<file path="src/rtl/ppg_pkg.sv">
package ppg_pkg;
  localparam int ADDR_W = 3;

  localparam logic [ADDR_W-1:0] A_CTRL   = 3'd0;
  localparam logic [ADDR_W-1:0] A_PERIOD = 3'd1;
  localparam logic [ADDR_W-1:0] A_DUTY   = 3'd2;
  localparam logic [ADDR_W-1:0] A_OUTCTL = 3'd3;
  localparam logic [ADDR_W-1:0] A_IRQ    = 3'd4;

  // control register fields
  localparam int CB_RUN  = 0;
  localparam int CB_OS   = 1;
  localparam int CB_EDGE = 2;
  // output control fields
  localparam int OB_EN   = 0;
  localparam int OB_PINV = 1;
  localparam int OB_DINV = 2;
  localparam int OB_SET  = 3;
  localparam int OB_CLR  = 4;
  localparam int OB_TRIG = 5;
  // duty interrupt fields
  localparam int IB_MASK = 0;
  localparam int IB_FLAG = 1;

  typedef enum logic [1:0] {
    EDGE_OFF  = 2'd0,
    EDGE_RISE = 2'd1,
    EDGE_FALL = 2'd2,
    EDGE_BOTH = 2'd3
  } edge_sel_e;

  typedef struct packed {
    logic out_en;
    logic per_inv;
    logic duty_inv;
  } out_ctl_t;
endpackage

</file>
<file path="src/rtl/ppg_regs.sv">
module ppg_regs
  import ppg_pkg::*;
#(
  parameter int CNT_W = 16
) (
  input  logic              clk,
  input  logic              rst_n,
  input  logic              wr_en_i,
  input  logic [ADDR_W-1:0] wr_addr_i,
  input  logic [CNT_W-1:0]  wr_data_i,
  input  logic [ADDR_W-1:0] rd_addr_i,
  output logic [CNT_W-1:0]  rd_data_o,
  input  logic              duty_hit_i,
  output logic              run_o,
  output logic              os_mode_o,
  output edge_sel_e         edge_sel_o,
  output logic [CNT_W-1:0]  period_o,
  output logic [CNT_W-1:0]  duty_o,
  output out_ctl_t          octl_o,
  output logic              duty_mask_o,
  output logic              lvl_set_o,
  output logic              lvl_clr_o,
  output logic              os_trig_o
);
  logic             run_q, os_q, mask_q, flag_q;
  edge_sel_e        edge_q;
  logic [CNT_W-1:0] period_q, duty_q;
  out_ctl_t         octl_q;

  logic wr_ctrl, wr_per, wr_duty, wr_out, wr_irq;
  assign wr_ctrl = wr_en_i && (wr_addr_i == A_CTRL);
  assign wr_per  = wr_en_i && (wr_addr_i == A_PERIOD);
  assign wr_duty = wr_en_i && (wr_addr_i == A_DUTY);
  assign wr_out  = wr_en_i && (wr_addr_i == A_OUTCTL);
  assign wr_irq  = wr_en_i && (wr_addr_i == A_IRQ);

  always_ff @(posedge clk or negedge rst_n) begin
    if (!rst_n) begin
      run_q    <= 1'b0;
      os_q     <= 1'b0;
      edge_q   <= EDGE_OFF;
      period_q <= '1;
      duty_q   <= '0;
      octl_q   <= '0;
      mask_q   <= 1'b0;
      flag_q   <= 1'b0;
    end else begin
      if (wr_ctrl) begin
        run_q  <= wr_data_i[CB_RUN];
        os_q   <= wr_data_i[CB_OS];
        edge_q <= edge_sel_e'(wr_data_i[CB_EDGE +: 2]);
      end
      if (wr_per)  period_q <= wr_data_i;
      if (wr_duty) duty_q   <= wr_data_i;
      if (wr_out) begin
        octl_q.out_en   <= wr_data_i[OB_EN];
        octl_q.per_inv  <= wr_data_i[OB_PINV];
        octl_q.duty_inv <= wr_data_i[OB_DINV];
      end
      if (wr_irq) mask_q <= wr_data_i[IB_MASK];
      // a match in the same cycle as a clear keeps the flag set
      if (duty_hit_i)                          flag_q <= 1'b1;
      else if (wr_irq && wr_data_i[IB_FLAG])   flag_q <= 1'b0;
    end
  end

  // strobes use the enable held before this write
  assign lvl_set_o = wr_out && wr_data_i[OB_SET] && octl_q.out_en;
  assign lvl_clr_o = wr_out && wr_data_i[OB_CLR];
  assign os_trig_o = wr_out && wr_data_i[OB_TRIG] && os_q && run_q;

  always_comb begin
    rd_data_o = '0;
    unique case (rd_addr_i)
      A_CTRL: begin
        rd_data_o[CB_RUN]        = run_q;
        rd_data_o[CB_OS]         = os_q;
        rd_data_o[CB_EDGE +: 2]  = edge_q;
      end
      A_PERIOD: rd_data_o = period_q;
      A_DUTY:   rd_data_o = duty_q;
      A_OUTCTL: begin
        rd_data_o[OB_EN]   = octl_q.out_en;
        rd_data_o[OB_PINV] = octl_q.per_inv;
        rd_data_o[OB_DINV] = octl_q.duty_inv;
      end
      A_IRQ: begin
        rd_data_o[IB_MASK] = mask_q;
        rd_data_o[IB_FLAG] = flag_q;
      end
      default: rd_data_o = '0;
    endcase
  end

  assign run_o       = run_q;
  assign os_mode_o   = os_q;
  assign edge_sel_o  = edge_q;
  assign period_o    = period_q;
  assign duty_o      = duty_q;
  assign octl_o      = octl_q;
  assign duty_mask_o = mask_q;

  // strobe bits never show on the read port
  a_r8_strobes_read_zero: assert property (@(posedge clk) disable iff (!rst_n)
    (rd_addr_i == A_OUTCTL) |-> (rd_data_o[OB_TRIG:OB_SET] == '0));
endmodule

</file>
<file path="src/rtl/ppg_counter.sv">
module ppg_counter #(
  parameter int CNT_W = 16
) (
  input  logic             clk,
  input  logic             rst_n,
  input  logic             run_i,
  input  logic             os_mode_i,
  input  logic             tick_i,
  input  logic [CNT_W-1:0] period_i,
  input  logic [CNT_W-1:0] duty_i,
  input  logic             os_trig_i,
  input  logic             duty_mask_i,
  output logic [CNT_W-1:0] cnt_o,
  output logic             per_hit_o,
  output logic             duty_hit_o,
  output logic             per_irq_o,
  output logic             duty_irq_o
);
  localparam logic [CNT_W-1:0] ONE = CNT_W'(1);

  logic [CNT_W-1:0] cnt_q;
  logic             busy_q, per_irq_q, duty_irq_q;
  logic             active, step, per_hit, duty_hit;

  assign active   = run_i && (!os_mode_i || busy_q);
  assign step     = active && tick_i;
  assign per_hit  = step && (cnt_q == period_i);
  assign duty_hit = step && (cnt_q == duty_i);

  always_ff @(posedge clk or negedge rst_n) begin
    if (!rst_n) begin
      cnt_q      <= '0;
      busy_q     <= 1'b0;
      per_irq_q  <= 1'b0;
      duty_irq_q <= 1'b0;
    end else begin
      if (!run_i)       cnt_q <= '0;
      else if (per_hit) cnt_q <= '0;
      else if (step)    cnt_q <= cnt_q + ONE;

      if (!run_i)         busy_q <= 1'b0;
      else if (os_trig_i) busy_q <= 1'b1;
      else if (per_hit)   busy_q <= 1'b0;

      per_irq_q  <= per_hit;
      duty_irq_q <= duty_hit && !duty_mask_i;
    end
  end

  assign cnt_o      = cnt_q;
  assign per_hit_o  = per_hit;
  assign duty_hit_o = duty_hit;
  assign per_irq_o  = per_irq_q;
  assign duty_irq_o = duty_irq_q;

  a_r1_wrap_pulse: assert property (@(posedge clk) disable iff (!rst_n)
    per_hit |=> (cnt_q == '0) && per_irq_q);
  a_r3_no_tick_hold: assert property (@(posedge clk) disable iff (!rst_n)
    (run_i && !tick_i) |=> $stable(cnt_q));
  a_r3_stop_clears: assert property (@(posedge clk) disable iff (!rst_n)
    !run_i |=> (cnt_q == '0));
  a_r5_mask_quiet: assert property (@(posedge clk) disable iff (!rst_n)
    duty_mask_i |=> !duty_irq_q);
  a_r6_idle_wait: assert property (@(posedge clk) disable iff (!rst_n)
    (run_i && os_mode_i && !busy_q) |=> $stable(cnt_q));
endmodule

</file>
<file path="src/rtl/ppg_outff.sv">
module ppg_outff
  import ppg_pkg::*;
(
  input  logic     clk,
  input  logic     rst_n,
  input  out_ctl_t octl_i,
  input  logic     lvl_set_i,
  input  logic     lvl_clr_i,
  input  logic     per_hit_i,
  input  logic     duty_hit_i,
  output logic     ppg_o
);
  logic out_q, flip;

  // the two matches never coincide for legal settings; xor keeps it symmetric
  assign flip = (per_hit_i && octl_i.per_inv) ^ (duty_hit_i && octl_i.duty_inv);

  always_ff @(posedge clk or negedge rst_n) begin
    if (!rst_n)         out_q <= 1'b0;
    else if (lvl_clr_i) out_q <= 1'b0;
    else if (lvl_set_i) out_q <= 1'b1;
    else if (flip)      out_q <= !out_q;
  end

  assign ppg_o = octl_i.out_en && out_q;

  a_r8_force_low: assert property (@(posedge clk) disable iff (!rst_n)
    lvl_clr_i |=> !out_q);
  a_r8_force_high: assert property (@(posedge clk) disable iff (!rst_n)
    (lvl_set_i && !lvl_clr_i) |=> out_q);
  a_r4_no_stray_toggle: assert property (@(posedge clk) disable iff (!rst_n)
    (!lvl_set_i && !lvl_clr_i && !per_hit_i && !(duty_hit_i && octl_i.duty_inv))
      |=> $stable(out_q));
endmodule

</file>
<file path="src/rtl/ppg_edge.sv">
module ppg_edge
  import ppg_pkg::*;
#(
  parameter int SYNC_STAGES = 2
) (
  input  logic      clk,
  input  logic      rst_n,
  input  logic      run_i,
  input  edge_sel_e edge_sel_i,
  input  logic      edge_in_i,
  output logic      edge_o
);
  logic pin_s;

  generate
    if (SYNC_STAGES == 0) begin : g_direct
      assign pin_s = edge_in_i;
    end else begin : g_sync
      logic [SYNC_STAGES-1:0] sh_q;
      always_ff @(posedge clk or negedge rst_n) begin
        if (!rst_n) sh_q <= '0;
        else begin
          sh_q[0] <= edge_in_i;
          for (int i = 1; i < SYNC_STAGES; i++) sh_q[i] <= sh_q[i-1];
        end
      end
      assign pin_s = sh_q[SYNC_STAGES-1];
    end
  endgenerate

  // prev_q holds 0 until the first enable, so a pin already high reads as a rise
  logic seen_q, prev_q, edge_q, rise, fall, hit;

  assign rise = pin_s && !prev_q;
  assign fall = !pin_s && prev_q;

  always_comb begin
    unique case (edge_sel_i)
      EDGE_RISE: hit = rise;
      EDGE_FALL: hit = fall;
      EDGE_BOTH: hit = rise || fall;
      default:   hit = 1'b0;
    endcase
  end

  always_ff @(posedge clk or negedge rst_n) begin
    if (!rst_n) begin
      seen_q <= 1'b0;
      prev_q <= 1'b0;
      edge_q <= 1'b0;
    end else begin
      seen_q <= seen_q || run_i;
      prev_q <= (seen_q || run_i) ? pin_s : 1'b0;
      edge_q <= run_i && hit;
    end
  end

  assign edge_o = edge_q;

  a_r10_off_silent: assert property (@(posedge clk) disable iff (!rst_n)
    (edge_sel_i == EDGE_OFF) |=> !edge_q);
  a_r11_stopped_silent: assert property (@(posedge clk) disable iff (!rst_n)
    !run_i |=> !edge_q);
endmodule

</file>
<file path="src/rtl/ppg_timer.sv">
module ppg_timer #(
  parameter int CNT_W       = 16,
  parameter int SYNC_STAGES = 2
) (
  input  logic                      clk,
  input  logic                      rst_n,
  input  logic                      wr_en,
  input  logic [ppg_pkg::ADDR_W-1:0] wr_addr,
  input  logic [CNT_W-1:0]          wr_data,
  input  logic [ppg_pkg::ADDR_W-1:0] rd_addr,
  output logic [CNT_W-1:0]          rd_data,
  input  logic                      cnt_tick_i,
  input  logic                      edge_in_i,
  output logic [CNT_W-1:0]          cnt_o,
  output logic                      ppg_o,
  output logic                      per_irq_o,
  output logic                      duty_irq_o,
  output logic                      edge_irq_o
);
  import ppg_pkg::*;

  logic             run, os_mode, duty_mask, lvl_set, lvl_clr, os_trig;
  logic             per_hit, duty_hit;
  edge_sel_e        edge_sel;
  logic [CNT_W-1:0] period, duty;
  out_ctl_t         octl;

  ppg_regs #(.CNT_W(CNT_W)) u_regs (
    .clk(clk), .rst_n(rst_n),
    .wr_en_i(wr_en), .wr_addr_i(wr_addr), .wr_data_i(wr_data),
    .rd_addr_i(rd_addr), .rd_data_o(rd_data),
    .duty_hit_i(duty_hit),
    .run_o(run), .os_mode_o(os_mode), .edge_sel_o(edge_sel),
    .period_o(period), .duty_o(duty), .octl_o(octl),
    .duty_mask_o(duty_mask),
    .lvl_set_o(lvl_set), .lvl_clr_o(lvl_clr), .os_trig_o(os_trig)
  );

  ppg_counter #(.CNT_W(CNT_W)) u_cnt (
    .clk(clk), .rst_n(rst_n),
    .run_i(run), .os_mode_i(os_mode), .tick_i(cnt_tick_i),
    .period_i(period), .duty_i(duty), .os_trig_i(os_trig),
    .duty_mask_i(duty_mask),
    .cnt_o(cnt_o), .per_hit_o(per_hit), .duty_hit_o(duty_hit),
    .per_irq_o(per_irq_o), .duty_irq_o(duty_irq_o)
  );

  ppg_outff u_out (
    .clk(clk), .rst_n(rst_n), .octl_i(octl),
    .lvl_set_i(lvl_set), .lvl_clr_i(lvl_clr),
    .per_hit_i(per_hit), .duty_hit_i(duty_hit),
    .ppg_o(ppg_o)
  );

  ppg_edge #(.SYNC_STAGES(SYNC_STAGES)) u_edge (
    .clk(clk), .rst_n(rst_n), .run_i(run), .edge_sel_i(edge_sel),
    .edge_in_i(edge_in_i), .edge_o(edge_irq_o)
  );

  // output follows the enable at the pin
  a_r12_disabled_low: assert property (@(posedge clk) disable iff (!rst_n)
    (wr_en && wr_addr == A_OUTCTL && !wr_data[OB_EN]) |=> !ppg_o);
endmodule

</file>
<file path="config.mk">
export PLATFORM = sky130hd
export DESIGN_NAME = ppg_timer
export DESIGN_NICKNAME = d
export VERILOG_FILES = /design/src/rtl/ppg_pkg.sv /design/src/rtl/ppg_regs.sv /design/src/rtl/ppg_counter.sv /design/src/rtl/ppg_outff.sv /design/src/rtl/ppg_edge.sv /design/src/rtl/ppg_timer.sv
export SDC_FILE = /design/constraint.sdc
export NUM_CORES = 1
export LEC_CHECK = 0
export CAP_MARGIN = 15
export CORE_MARGIN = 3
export CORE_UTILIZATION = 45
export DETAILED_ROUTE_END_ITERATION = 10
export PLACE_DENSITY = 0.7
export SYNTH_ARGS = -nofsm -noshare
export SYNTH_HDL_FRONTEND = slang
export SYNTH_SLANG_ARGS = --single-unit
</file>
<file path="constraint.sdc">
create_clock -name clk -period 2.48 [get_ports clk]
set_input_delay 0.496 -clock clk [delete_from_list [all_inputs] [get_ports clk]]
set_output_delay 0.496 -clock clk [all_outputs]
set_load 0.02 [all_outputs]
</file>
==> flow_metrics.tcl, run 1 <==
set metrics [dict create \
    status "finished, final reports clean" \
    cts.clk_slew.worst_paths_ns 0.07 \
    power_mw 3.21 \
    detailedPlacementHpwl_um 6050 \
    route.detailed.vias_per_inst 5.32 \
    htree_num_levels 3 \
    cts.sink_count 66 \
    floorplan.io_pins 63 \
    timing.clock.skew_ns 0.00730 \
    grt_use_met2_pct 29.0 \
    placed_cell_count 472 \
    postSynthRegisterBits 66 \
    number_of_antenna_repair_diodes 0 \
    area_growth_pct 29.4 \
    post_route_cell_area_sq_mm 0.00451 \
    worst_setup_path_start_kind "input port" \
    critical_path.max_fanout 6 \
    report.final.slew_viol_count 0 \
    power_density_mw_per_mm2 713 \
    antenna_violations_before_repair 0 \
    holdWs_ns 0.356 \
    grt_pass1_vias 2658 \
    layout_commonest_cell "sky130_fd_sc_hd__dfrtp_1" \
    portBuffers 62 \
    worstSetupPathType "input port to primary output" \
    gr-usage-met1_pct 27.3 \
    dr_total_vias 2603 \
    ys_dominant_reg_cell "sky130_fd_sc_hd__dfrtp_1" \
    post-route-period-util_pct 93.1 \
    yosys_warnings 0 \
    global_route.overflow_total 0 \
    wl_per_cell_um 16.6 \
    final_cell_count_no_fill 489 \
    detail_route.first_pass.iterations 4 \
    synth_nets 344 \
    die_y_um 94.0 \
    place_congestion 0.854 \
    syn-mean-instance-area_sq_um 11.1 \
    clock_tree_from_tritoncts "built" \
    die_boundary_width_um 94.0 \
    grtUsageTotal_pct 19.6 \
    core_region_area_sq_mm 0.00737 \
    syn_inst 314 \
    required_time_reported_for_the_critical_path_endpoint_ns 1.98 \
    post-place-ws_ns -0.336 \
    timing.hold.worst.class "flip-flop to flip-flop" \
    fin_ws_ns 0.172 \
    syn_area_sq_mm 0.00349 \
    die_area_sq_mm 0.00884 \
    rsz_0062_raised_after_global_routing "no" \
    grt_max_degree 32 \
    drt_wl_total_um 8110 \
    max-slew-margin-rel_pct 62.5 \
    nets 415 \
    grt.met3_usage_pct 4.57 \
    ant_nets 0 \
    min_period_ns 2.31 \
    final_layout_size_suffix_gt1_share_pct 25.1 \
    tightestPinTransition_ns 0.557 \
    final_util_pct 61.2 \
    synth-edff-count 0 \
    timing.final.hold_violations 0 \
    critical_path_arrival_ns 1.81 \
    grt-busiest-layer "met2" \
    cts_root_buf "sky130_fd_sc_hd__clkbuf_8" \
    post-route-drc-count 0 \
    cts_buffers 9 \
    placedInstanceArea_sq_mm 0.00425 \
    placementRows 31 \
    ir_drop_mv 0.400 \
    grt_pass1_wl_um 13200 \
    proportion_of_synthesized_flip_flops_having_asynchronous_set_or_reset_pct 100 \
    drtIter0Drc 118 \
    post_cts_buffers 0 \
    synth_cell_types 42 \
    drv_cap 0 \
    fmax_mhz 433 \
    setup-violations-final 0 \
    fin_tns_setup_ns 0 \
    clock_tree_buffer_depth 2 \
    power.leakage_nw 1.96 \
    share_of_synthesized_area_occupied_by_flip_flops_and_latches_pct 48.0 \
    most_frequent_cells_in_the_layout "50 x sky130_fd_sc_hd__dfrtp_1, 43 x sky130_fd_sc_hd__nor2_1, 43 x sky130_fd_sc_hd__clkdlybuf4s50_1, 40 x sky130_fd_sc_hd__mux2_2, 26 x sky130_fd_sc_hd__xnor2_1" \
    worstSetupEndpointType "primary output" \
    insertion_delay_ns 0.34 \
    initial_utilization_pct 47.3 \
]
==> synth_stat cells, types with 2 or more instances <==
cell | count | share of area, %
sky130_fd_sc_hd__a21oi_1 | 2 | 0.29
sky130_fd_sc_hd__a22oi_1 | 13 | 2.8
sky130_fd_sc_hd__a31oi_1 | 4 | 0.72
sky130_fd_sc_hd__a32oi_1 | 2 | 0.50
sky130_fd_sc_hd__and2_1 | 3 | 0.54
sky130_fd_sc_hd__buf_2 | 6 | 0.86
sky130_fd_sc_hd__buf_6 | 3 | 0.97
sky130_fd_sc_hd__clkbuf_1 | 7 | 0.75
sky130_fd_sc_hd__dfrtp_1 | 50 | 36
sky130_fd_sc_hd__dfstp_2 | 16 | 12
sky130_fd_sc_hd__ha_1 | 3 | 1.1
sky130_fd_sc_hd__inv_1 | 8 | 0.86
sky130_fd_sc_hd__mux2_2 | 40 | 13
sky130_fd_sc_hd__mux2i_1 | 3 | 0.86
sky130_fd_sc_hd__nand2_1 | 16 | 1.7
sky130_fd_sc_hd__nand2b_1 | 3 | 0.54
sky130_fd_sc_hd__nand3_1 | 6 | 0.86
sky130_fd_sc_hd__nand4_1 | 9 | 1.6
sky130_fd_sc_hd__nor2_1 | 43 | 4.6
sky130_fd_sc_hd__nor2b_1 | 5 | 0.90
sky130_fd_sc_hd__nor3_1 | 5 | 0.72
sky130_fd_sc_hd__nor4_4 | 2 | 1.2
sky130_fd_sc_hd__o22ai_1 | 3 | 0.54
sky130_fd_sc_hd__xnor2_1 | 26 | 6.5
sky130_fd_sc_hd__xor2_1 | 18 | 4.5
sky130_fd_sc_hd__xor2_2 | 2 | 0.93
==> layer usage <==
layer  part of all wire, %  up-vias  routed length, um
met4                   2.2        0                181
met5                     0        -                  0
met3                   4.0       15                328
li1                      -     1227                  -
met2                    46       69               3740
met1                    48     1292               3850
==> kinds of logic (layout without fill, tap and decap cells) <==
kind of cell	after synthesis	count (layout)	share of synthesized area [%]
AOI/OAI and AO/OA	28	28	5.67
xor gates and xnor gates	46	46	12.0
adders and majority gates	3	3	1.08
buffers and inverters	26	102	3.77
DFF	66	66	48.0
muxes	44	44	14.4
and+or+nand+nor	101	101	15.1
==> what timing repair did <==
action | in CTS | in global routing
endpoints found under the setup margin | 16 | 6
hold buffers | 1 | 0
hold endpoints to repair | 5 | 0
resized for setup | 12 | 6
==> power by group <==
part	total [mW]	switching [mW]	internal [mW]
sequential	1.45	0.171	1.28
combinational	0.669	0.308	0.361
clock	1.09	0.415	0.678
total	3.21	0.894	2.32
==> worst max-delay path, stage by stage <==
cell and delay (ns):
sky130_fd_sc_hd__dlygate4sd2_1 0.31, sky130_fd_sc_hd__mux2_2 0.37, sky130_fd_sc_hd__a22oi_1 0.21, sky130_fd_sc_hd__o22ai_1 0.09, sky130_fd_sc_hd__dlygate4sd2_1 0.32
==> layout make-up <==
type | instances | area (sq um)
Sequential cell | 66 | 1670
Fill cell | 612 | 2860
Timing Repair Buffer | 78 | 751
Multi-Input combinational cell | 222 | 1690
Tap cell | 99 | 124
Clock inverter | 3 | 68.8
Clock buffer | 13 | 179
Inverter | 8 | 30.0
==> worst paths after layout <==
check | start | end | slack, ns | cells past startpoint
max in group asynchronous | rst_n | u_regs.period_o[7] | 1.25 | 3
worst min-delay path | u_edge.g_sync.sh_q[0] | u_edge.g_sync.sh_q[1] | 0.36 | 0
worst max register to register | u_cnt.cnt_o[7] | u_out.out_q | 0.41 | 5
worst max-delay path | rd_addr[0] | rd_data[1] | 0.17 | 5
min in group asynchronous | rst_n | u_cnt.duty_irq_o | 0.55 | 2
worst min register to register | u_edge.g_sync.sh_q[0] | u_edge.g_sync.sh_q[1] | 0.36 | 0
==> sequential cells by signal, indices dropped and copies added (netlist names), 2 cells and up <==
name	flops
u_regs.duty_o	16
u_regs.period_o	16
u_regs.octl_o	3
u_edge.g_sync.sh_q	2
u_cnt.cnt_o	16
u_regs.edge_sel_o	2
Power figures use the tool's default switching activity.
==> inputs of run 2 (changes only) <==
- CTS_CLUSTER_SIZE: default -> 25
==> results of run 2 <==
The final DEF is identical to that of run 1; final timing and power are the same.
